### config.mk
export PLATFORM = sky130hd
export DESIGN_NAME = wdog_scaled
export DESIGN_NICKNAME = d
export VERILOG_FILES = /design/src/rtl/wdog_pkg.sv /design/src/rtl/wdog_edges.sv /design/src/rtl/wdog_prescaler.sv /design/src/rtl/wdog_regs.sv /design/src/rtl/wdog_counter.sv /design/src/rtl/wdog_pulse.sv /design/src/rtl/wdog_scaled.sv
export SDC_FILE = /design/constraint.sdc
export NUM_CORES = 1
export LEC_CHECK = 0
export ABC_AREA = 1
export BUFFER_PORTS_ARGS = -buffer_cell sky130_fd_sc_hd__buf_2
export CAP_MARGIN = 40
export CORE_MARGIN = 2
export CORE_UTILIZATION = 62
export CTS_CLUSTER_DIAMETER = 60
export DETAILED_ROUTE_END_ITERATION = 10
export PLACE_DENSITY_LB_ADDON = 0.1
export SYNTH_ARGS = -nofsm -noshare
export SYNTH_HDL_FRONTEND = slang
export SYNTH_HIERARCHICAL = 1
export SYNTH_SLANG_ARGS = --single-unit
export TNS_END_PERCENT = 1
### constraint.sdc
create_clock -name clk -period 5.2 [get_ports clk]
set_input_delay 0 -clock clk [delete_from_list [all_inputs] [get_ports clk]]
set_output_delay 0 -clock clk [all_outputs]
set_load 0.01 [all_outputs]
### src/rtl/wdog_pkg.sv
// Shared definitions for the scaled watchdog: register selector codes and
// the bit positions other logic decodes. Assumes byte-wide registers.
package wdog_pkg;
    localparam int REG_W = 8;

    typedef enum logic [1:0] {
        SEL_CTRL = 2'd0,
        SEL_TIME = 2'd1,
        SEL_STAT = 2'd2,
        SEL_NONE = 2'd3
    } wdog_sel_e;

    // Control byte fields
    localparam int CTRL_SCALE_BIT = 3;
    localparam int CTRL_P20_BIT   = 2;
    localparam int CTRL_RST_BIT   = 1;

    // Status byte fields
    localparam int STAT_MOUSE_BIT = 7;
    localparam int STAT_KEYB_BIT  = 6;
    localparam int STAT_FORCE_BIT = 5;
    localparam int STAT_FIRED_BIT = 4;
    localparam int ROUTE_W        = STAT_FIRED_BIT;

    // Edge-detected input sources
    localparam int SRC_KEYB  = 0;
    localparam int SRC_MOUSE = 1;
    localparam int SRC_P20   = 2;
    localparam int NUM_SRC   = 3;
endpackage

### src/rtl/wdog_edges.sv
// Rising-edge detector for the external request lines.
// Assumes the inputs are already synchronous to clk.
module wdog_edges #(
    parameter int N = 3
) (
    input  logic         clk,
    input  logic         rst_n,
    input  logic [N-1:0] lvl_i,
    output logic [N-1:0] rise_o
);
    logic [N-1:0] prev_q;

    // Keep the previous level of each line.
    always_ff @(posedge clk) begin
        if (!rst_n) prev_q <= '0;
        else        prev_q <= lvl_i;
    end

    for (genvar i = 0; i < N; i++) begin : g_rise
        // One-cycle strobe for each 0->1 transition.
        assign rise_o[i] = lvl_i[i] & ~prev_q[i];
    end
endmodule

### src/rtl/wdog_prescaler.sv
// Divides the base tick into one-second or one-minute units.
// Assumes tick_i is a single-cycle pulse. restart_i puts the phase back to
// zero so that the next unit is a full one.
module wdog_prescaler #(
    parameter int TICKS_PER_SEC = 1000,
    parameter int SECS_PER_MIN  = 60
) (
    input  logic clk,
    input  logic rst_n,
    input  logic tick_i,
    input  logic long_unit_i,
    input  logic restart_i,
    output logic unit_o
);
    localparam int LONG_TICKS = TICKS_PER_SEC * SECS_PER_MIN;
    localparam int PRE_W      = (LONG_TICKS > 1) ? $clog2(LONG_TICKS) : 1;
    localparam logic [PRE_W-1:0] SHORT_LIM = PRE_W'(TICKS_PER_SEC - 1);
    localparam logic [PRE_W-1:0] LONG_LIM  = PRE_W'(LONG_TICKS - 1);

    logic [PRE_W-1:0] pre_q;
    logic [PRE_W-1:0] limit;

    // Pick the terminal phase for the selected unit length.
    assign limit  = long_unit_i ? LONG_LIM : SHORT_LIM;
    assign unit_o = tick_i && (pre_q >= limit);

    // Advance the phase on every base tick and wrap at the terminal value.
    always_ff @(posedge clk) begin
        if (!rst_n)         pre_q <= '0;
        else if (restart_i) pre_q <= '0;
        else if (tick_i)    pre_q <= unit_o ? '0 : pre_q + 1'b1;
    end

    p_restart_phase_r8: assert property (@(posedge clk) disable iff (!rst_n)
        restart_i |=> (pre_q == '0));
    p_phase_bounded_r4: assert property (@(posedge clk) disable iff (!rst_n)
        (pre_q <= LONG_LIM));
endmodule

### src/rtl/wdog_regs.sv
// Control and status bytes: scale and enable bits, the self-clearing force
// bit, the sticky fired flag and the event route field.
// Assumes fire_i is a single-cycle expiry request from the counter.
module wdog_regs
    import wdog_pkg::*;
(
    input  logic             clk,
    input  logic             rst_n,
    input  logic             wr_en,
    input  logic [1:0]       wr_sel,
    input  logic [REG_W-1:0] wr_data,
    input  logic             fire_i,
    output logic [REG_W-1:0] ctrl_q,
    output logic [REG_W-1:0] stat_o,
    output logic             force_o
);
    logic               wr_ctrl, wr_stat;
    logic               mouse_en_q, keyb_en_q;
    logic               force_q, fired_q;
    logic [ROUTE_W-1:0] route_q;

    assign wr_ctrl = wr_en && (wr_sel == SEL_CTRL);
    assign wr_stat = wr_en && (wr_sel == SEL_STAT);

    // Control byte: plain storage of every bit.
    always_ff @(posedge clk) begin
        if (!rst_n)       ctrl_q <= '0;
        else if (wr_ctrl) ctrl_q <= wr_data;
    end

    // Status storage bits: reload enables and event route.
    always_ff @(posedge clk) begin
        if (!rst_n) begin
            mouse_en_q <= 1'b0;
            keyb_en_q  <= 1'b0;
            route_q    <= '0;
        end else if (wr_stat) begin
            mouse_en_q <= wr_data[STAT_MOUSE_BIT];
            keyb_en_q  <= wr_data[STAT_KEYB_BIT];
            route_q    <= wr_data[ROUTE_W-1:0];
        end
    end

    // Force bit lives for exactly one cycle after it is written as 1.
    always_ff @(posedge clk) begin
        if (!rst_n) force_q <= 1'b0;
        else        force_q <= wr_stat && wr_data[STAT_FORCE_BIT];
    end

    // Fired flag: set by expiry, cleared only by writing 0 to it.
    always_ff @(posedge clk) begin
        if (!rst_n)                                   fired_q <= 1'b0;
        else if (fire_i)                              fired_q <= 1'b1;
        else if (wr_stat && !wr_data[STAT_FIRED_BIT]) fired_q <= 1'b0;
    end

    assign force_o = force_q;
    assign stat_o  = {mouse_en_q, keyb_en_q, force_q, fired_q, route_q};

    p_fired_sticky_r6: assert property (@(posedge clk) disable iff (!rst_n)
        (fired_q && !(wr_stat && !wr_data[STAT_FIRED_BIT])) |=> fired_q);
    p_fire_sets_flag_r5: assert property (@(posedge clk) disable iff (!rst_n)
        fire_i |=> fired_q);
    p_force_self_clear_r9: assert property (@(posedge clk) disable iff (!rst_n)
        (force_q && !(wr_stat && wr_data[STAT_FORCE_BIT])) |=> !force_q);
endmodule

### src/rtl/wdog_counter.sv
// Remaining-count register with reload value, interrupt reloads and the
// expiry decision. Priority per cycle: timeout write, forced expiry,
// interrupt reload, then the scaled decrement.
// Assumes all request inputs are single-cycle strobes.
module wdog_counter
    import wdog_pkg::*;
(
    input  logic             clk,
    input  logic             rst_n,
    input  logic             wr_time_i,
    input  logic [REG_W-1:0] wr_data,
    input  logic             unit_i,
    input  logic             force_i,
    input  logic             p20_en_i,
    input  logic             p20_rise_i,
    input  logic             keyb_en_i,
    input  logic             keyb_rise_i,
    input  logic             mouse_en_i,
    input  logic             mouse_rise_i,
    output logic [REG_W-1:0] count_q,
    output logic             fire_o,
    output logic             restart_o
);
    logic [REG_W-1:0] load_q;
    logic             running, reload_hit, ext_fire, run_out;

    assign running    = (count_q != '0);
    assign reload_hit = !wr_time_i && running &&
                        ((keyb_rise_i && keyb_en_i) || (mouse_rise_i && mouse_en_i));
    assign ext_fire   = force_i || (p20_rise_i && p20_en_i);
    assign run_out    = !wr_time_i && !reload_hit && unit_i && (count_q == REG_W'(1));
    assign fire_o     = ext_fire || run_out;
    assign restart_o  = wr_time_i || reload_hit;

    // Reload value is the last timeout written by software.
    always_ff @(posedge clk) begin
        if (!rst_n)         load_q <= '0;
        else if (wr_time_i) load_q <= wr_data;
    end

    // Remaining count with the fixed update priority.
    always_ff @(posedge clk) begin
        if (!rst_n)                count_q <= '0;
        else if (wr_time_i)        count_q <= wr_data;
        else if (ext_fire)         count_q <= '0;
        else if (reload_hit)       count_q <= load_q;
        else if (running && unit_i) count_q <= count_q - 1'b1;
    end

    p_zero_holds_r5: assert property (@(posedge clk) disable iff (!rst_n)
        (count_q == '0 && !wr_time_i) |=> (count_q == '0));
    p_no_rise_r3: assert property (@(posedge clk) disable iff (!rst_n)
        (!wr_time_i && !reload_hit) |=> (count_q <= $past(count_q)));
    p_run_out_r5: assert property (@(posedge clk) disable iff (!rst_n)
        run_out |=> (count_q == '0));
    p_write_loads_r2: assert property (@(posedge clk) disable iff (!rst_n)
        wr_time_i |=> (count_q == $past(wr_data)));
endmodule

### src/rtl/wdog_pulse.sv
// Stretches an expiry strobe into an active-low reset pulse of PULSE_LEN
// cycles when enabled. A new expiry during a pulse restarts it.
module wdog_pulse #(
    parameter int PULSE_LEN = 16
) (
    input  logic clk,
    input  logic rst_n,
    input  logic fire_i,
    input  logic enable_i,
    output logic kbrst_n
);
    localparam int CNT_W = $clog2(PULSE_LEN + 1);

    logic [CNT_W-1:0] left_q;

    // Load the pulse length on expiry, then count down to idle.
    always_ff @(posedge clk) begin
        if (!rst_n)                  left_q <= '0;
        else if (fire_i && enable_i) left_q <= CNT_W'(PULSE_LEN);
        else if (left_q != '0)       left_q <= left_q - 1'b1;
    end

    assign kbrst_n = (left_q == '0);

    p_pulse_starts_r11: assert property (@(posedge clk) disable iff (!rst_n)
        (fire_i && enable_i) |=> !kbrst_n);
    p_pulse_quiet_r11: assert property (@(posedge clk) disable iff (!rst_n)
        (kbrst_n && !(fire_i && enable_i)) |=> kbrst_n);
endmodule

### src/rtl/wdog_scaled.sv
// Top of the scaled watchdog. Joins the register bytes, the prescaler, the
// counter and the reset pulse stretcher, and registers the expiry strobe.
// Assumes every input is synchronous to clk. Bus decode is done outside.
module wdog_scaled
    import wdog_pkg::*;
#(
    parameter int TICKS_PER_SEC = 1000,
    parameter int SECS_PER_MIN  = 60,
    parameter int PULSE_LEN     = 16
) (
    input  logic       clk,
    input  logic       rst_n,
    input  logic       tick_i,
    input  logic       wr_en,
    input  logic [1:0] wr_sel,
    input  logic [7:0] wr_data,
    input  logic       kbd_irq,
    input  logic       mouse_irq,
    input  logic       kbd_force,
    output logic [7:0] ctrl_o,
    output logic [7:0] count_o,
    output logic [7:0] stat_o,
    output logic       kbrst_n,
    output logic       expire_evt
);
    logic [NUM_SRC-1:0] src_lvl, src_rise;
    logic               fire, restart, unit, force_req, wr_time;
    logic [REG_W-1:0]   ctrl_q, stat_q;

    assign src_lvl[SRC_KEYB]  = kbd_irq;
    assign src_lvl[SRC_MOUSE] = mouse_irq;
    assign src_lvl[SRC_P20]   = kbd_force;
    assign wr_time = wr_en && (wr_sel == SEL_TIME);

    wdog_edges #(.N(NUM_SRC)) u_edges (
        .clk(clk), .rst_n(rst_n), .lvl_i(src_lvl), .rise_o(src_rise)
    );

    wdog_regs u_regs (
        .clk(clk), .rst_n(rst_n), .wr_en(wr_en), .wr_sel(wr_sel),
        .wr_data(wr_data), .fire_i(fire), .ctrl_q(ctrl_q),
        .stat_o(stat_q), .force_o(force_req)
    );

    wdog_prescaler #(
        .TICKS_PER_SEC(TICKS_PER_SEC), .SECS_PER_MIN(SECS_PER_MIN)
    ) u_pre (
        .clk(clk), .rst_n(rst_n), .tick_i(tick_i),
        .long_unit_i(ctrl_q[CTRL_SCALE_BIT]), .restart_i(restart), .unit_o(unit)
    );

    wdog_counter u_cnt (
        .clk(clk), .rst_n(rst_n), .wr_time_i(wr_time), .wr_data(wr_data),
        .unit_i(unit), .force_i(force_req),
        .p20_en_i(ctrl_q[CTRL_P20_BIT]), .p20_rise_i(src_rise[SRC_P20]),
        .keyb_en_i(stat_q[STAT_KEYB_BIT]), .keyb_rise_i(src_rise[SRC_KEYB]),
        .mouse_en_i(stat_q[STAT_MOUSE_BIT]), .mouse_rise_i(src_rise[SRC_MOUSE]),
        .count_q(count_o), .fire_o(fire), .restart_o(restart)
    );

    wdog_pulse #(.PULSE_LEN(PULSE_LEN)) u_pulse (
        .clk(clk), .rst_n(rst_n), .fire_i(fire),
        .enable_i(ctrl_q[CTRL_RST_BIT]), .kbrst_n(kbrst_n)
    );

    // Registered expiry strobe, aligned with the fired flag.
    always_ff @(posedge clk) begin
        if (!rst_n) expire_evt <= 1'b0;
        else        expire_evt <= fire;
    end

    assign ctrl_o = ctrl_q;
    assign stat_o = stat_q;

    p_evt_flags_r12: assert property (@(posedge clk) disable iff (!rst_n)
        expire_evt |-> stat_o[STAT_FIRED_BIT] || $past(wr_en));
    p_evt_matches_r12: assert property (@(posedge clk) disable iff (!rst_n)
        fire |=> expire_evt);
endmodule

==> impl_metrics.env <==
export IMPL_worst_ep_required_time_ns=5.43
export IMPL_syn_to_final_growth_pct=16.4
export IMPL_finalHoldViolations=0
export IMPL_postRouteAntennaNets=0
export IMPL_cp_buffers_inverters=3
export IMPL_final_cell_mix="128 x nand2_1, 84 x nor2_1, 69 x inv_1"
export IMPL_ir_drop_mv=0.267
export IMPL_grt_use_total_pct=25.9
export IMPL_ios=43
export IMPL_critPathCaptureType="flop"
export IMPL_syn_nets=516
export IMPL_route_detailed_drc=0
export IMPL_gr_max_usage_layer="met2"
export IMPL_ys_types=32
export IMPL_grt_antenna_before_repair=0
export IMPL_setup_tns_ns=0
export IMPL_gp_congestion=0.816
export IMPL_cts_root_buf="clkbuf_8"
export IMPL_design_area_um2=3820
export IMPL_met2_usage_pct=47.0
export IMPL_wl_per_cell_um=11.4
export IMPL_cts_htree_levels=3
export IMPL_grt_pass1_wl_um=12300
export IMPL_fillers=424
export IMPL_crit_type="flop to flop"
export IMPL_ys_seq_area_share_pct=34.8
export IMPL_die_x_um=76.7
export IMPL_skew_ns=0.00838
export IMPL_drt_total_wl_um=6990
export IMPL_clk_latency_ns=0.34
export IMPL_placed_cell_area_um2=3470
export IMPL_worstMarginPinSlew_ns=0.725
export IMPL_clock_sinks=57
export IMPL_fin_crit_ns=2.53
export IMPL_cts_tree="built"
export IMPL_yosysWarningCount=6
export IMPL_cts_resized=0
export IMPL_hold_class="input pin to flop"
export IMPL_num_antenna_cells=0
export IMPL_path_clk_slew_ns=0.07
export IMPL_grt_setup_unrepaired="false"
export IMPL_drv_slew=0
export IMPL_syn_area_um2=3280
export IMPL_postSynthAreaPerCell_um2=6.76
export IMPL_dieArea_um2=5890
export IMPL_ys_ff_latch=57
export IMPL_status="completed"
export IMPL_dp_hpwl_um=4990
export IMPL_postCtsSetupRepairBufs=0
export IMPL_via_per_inst=4.96
export IMPL_vias=3034
export IMPL_first_pass_iters=5
export IMPL_crit_family="simple AND/OR/NAND/NOR gates"
export IMPL_max_slew_margin_pct=51.6
export IMPL_drtIter0Drc=129
export IMPL_crit_slowest_cell="dfxtp_1"
export IMPL_critPathLaunchType="flop"
export IMPL_grt_use_met3_pct=8.35
export IMPL_netlist_instances=485
export IMPL_max_stage_delay_ns=0.43
export IMPL_cap_violations=0
export IMPL_clock_path_buffers=2
export IMPL_period_share_pct=48.6
export IMPL_num_rows=26
export IMPL_arrival_ns=2.76
export IMPL_synth_top_cell_by_area="dfxtp_1"
export IMPL_final_common_cell="nand2_1"
export IMPL_p_leak_nw=1.91
export IMPL_die_h_um=76.7
export IMPL_cp_max_fo=6
export IMPL_powerDensity_nw_per_um2=340
export IMPL_coreArea_um2=5110
export IMPL_drive_above_1_share_pct=18.3
export IMPL_finalSetupViolations=0
export IMPL_initial_core_util_pct=64.2
export IMPL_synthTopCellsByArea="dfxtp_1 35%, nand2_1 15%, nor2_1 9.6%"
export IMPL_grt_max_degree=32
export IMPL_path_common_cell="nand2_1"
export IMPL_finalNetCount=569
export IMPL_max_freq_mhz=396
export IMPL_crit_chain="inv_1 -> ha_1 -> nand2_1 -> nor2_2 -> inv_1 -> nor2_1 -> nand2_1 -> nand2_1 -> nand2_2 -> inv_1 -> nand3_1 -> o31ai_1 -> a21oi_1 -> nand2_1 -> nor2_1"
export IMPL_synth_top_area_share_pct=34.8
export IMPL_port_buffer_count=42
export IMPL_numCtsBuffers=9
export IMPL_grt_remaining_overflow=0
export IMPL_grt_use_met1_pct=28.2
export IMPL_grt_pass1_vias=2940
## final cells by class
| class | count | area, µm² | area share, % |
|---|---|---|---|
| Timing Repair Buffer | 53 | 320 | 8.39 |
| Multi-Input combinational cell | 344 | 1750 | 45.9 |
| Tap cell | 70 | 87.6 | 2.30 |
| Sequential cell | 57 | 1140 | 29.9 |
| Clock inverter | 5 | 105 | 2.75 |
| Clock buffer | 10 | 128 | 3.34 |
| Inverter | 73 | 282 | 7.38 |
## kinds of logic (layout without fill, tap and decap cells)
logic type,after synthesis,in the layout,synth area share [%]
simple gates,276,276,38.3
buf+inv,84,141,11.8
flops,57,57,34.8
compound gates,44,44,7.06
fa+ha+maj,14,14,5.34
xor+xnor,9,9,2.40
mux,1,1,0.305
## registers in the layout, summed over array words and instances (netlist names)
register,cells
u_cnt/count_q,8
u_regs/fired_q,1
expire_evt,1
u_regs/mouse_en_q,1
u_regs/force_o,1
u_regs/route_q,4
u_regs/ctrl_q,8
u_pre/pre_q,16
u_pulse/left_q,5
u_regs/keyb_en_q,1
u_cnt/load_q,8
u_edges/prev_q,3
## stage by stage
| step | util (%) | setup WS [ns] | hold slack, ns | power, W | instances |
|---|---|---|---|---|---|
| floorplan | - | 2.89 | 0.0935 | 0.000743 | 485 |
| global route | 74.7 | 2.34 | 0.0941 | 0.00138 | 612 |
| CTS | 74.7 | 2.66 | 0.0770 | 0.00131 | 612 |
| finish | 74.7 | 2.67 | 0.0839 | 0.00130 | 612 |
| detailed placement | 68.0 | 2.69 | 0.197 | 0.000808 | 586 |
| global placement | 68.0 | 2.77 | 0.193 | 0.000801 | 586 |
## worst min-delay path, cell delays in order
cell and delay [ns]:
buf_2 0.13, nor2_4 0.07, o21ai_0 0.14, nor2_1 0.05
## power by group
part,internal (W),leakage (nW),switching [W],total (W)
Combinational,0.000122,1.34,0.000185,0.000307
Sequential,0.000472,0.465,0.0000287,0.000500
Clock,0.000315,0.109,0.000176,0.000492
Total,0.000909,1.91,0.000390,0.00130
## cell usage after synthesis
master    number
a21o_2         1
a21oi_1       17
buf_12         1
buf_4          4
buf_6          4
clkbuf_1       1
clkbuf_2       1
dfxtp_1       57
ha_1          14
inv_1         69
inv_2          3
inv_8          1
mux2i_1        1
nand2_1      128
nand2_2        5
nand2_4        3
nand3_1       12
nand3_2        2
nand3_4        1
nand3b_1       1
nand4_1       11
nor2_1        84
nor2_2        20
nor2_4         6
nor2_8         1
nor3_1         2
o21ai_0       20
o21ai_1        3
o21bai_1       2
o31ai_1        1
xnor2_1        3
xor2_1         6
## repair_timing
action / in CTS / in global routing
hold buffers: 11 / 0
setup endpoints to repair: 0 / 0
endpoints found under the hold margin: 26 / 0
## metal layers
| layer | wire length [µm] | share of wire [%] | vias up |
|---|---|---|---|
| met5 | 0 | 0 | - |
| met4 | 110 | 1.6 | 0 |
| met3 | 284 | 4.1 | 12 |
| met2 | 3680 | 53 | 58 |
| met1 | 2920 | 42 | 1375 |
| li1 | - | - | 1589 |
## path summary, 6_finish.rpt
kind	from	endpoint	slack [ns]	depth (start not counted)
setup / recovery	u_regs/ctrl_q[3]	u_pulse/left_q[2]	2.67	15
hold / removal	wr_sel[0]	u_regs/mouse_en_q	0.08	4
setup reg to reg	u_regs/ctrl_q[3]	u_pulse/left_q[2]	2.67	15
hold reg to reg	u_pulse/left_q[4]	u_pulse/left_q[4]	0.46	2
Note: power is estimated with default switching activity, not from simulation.
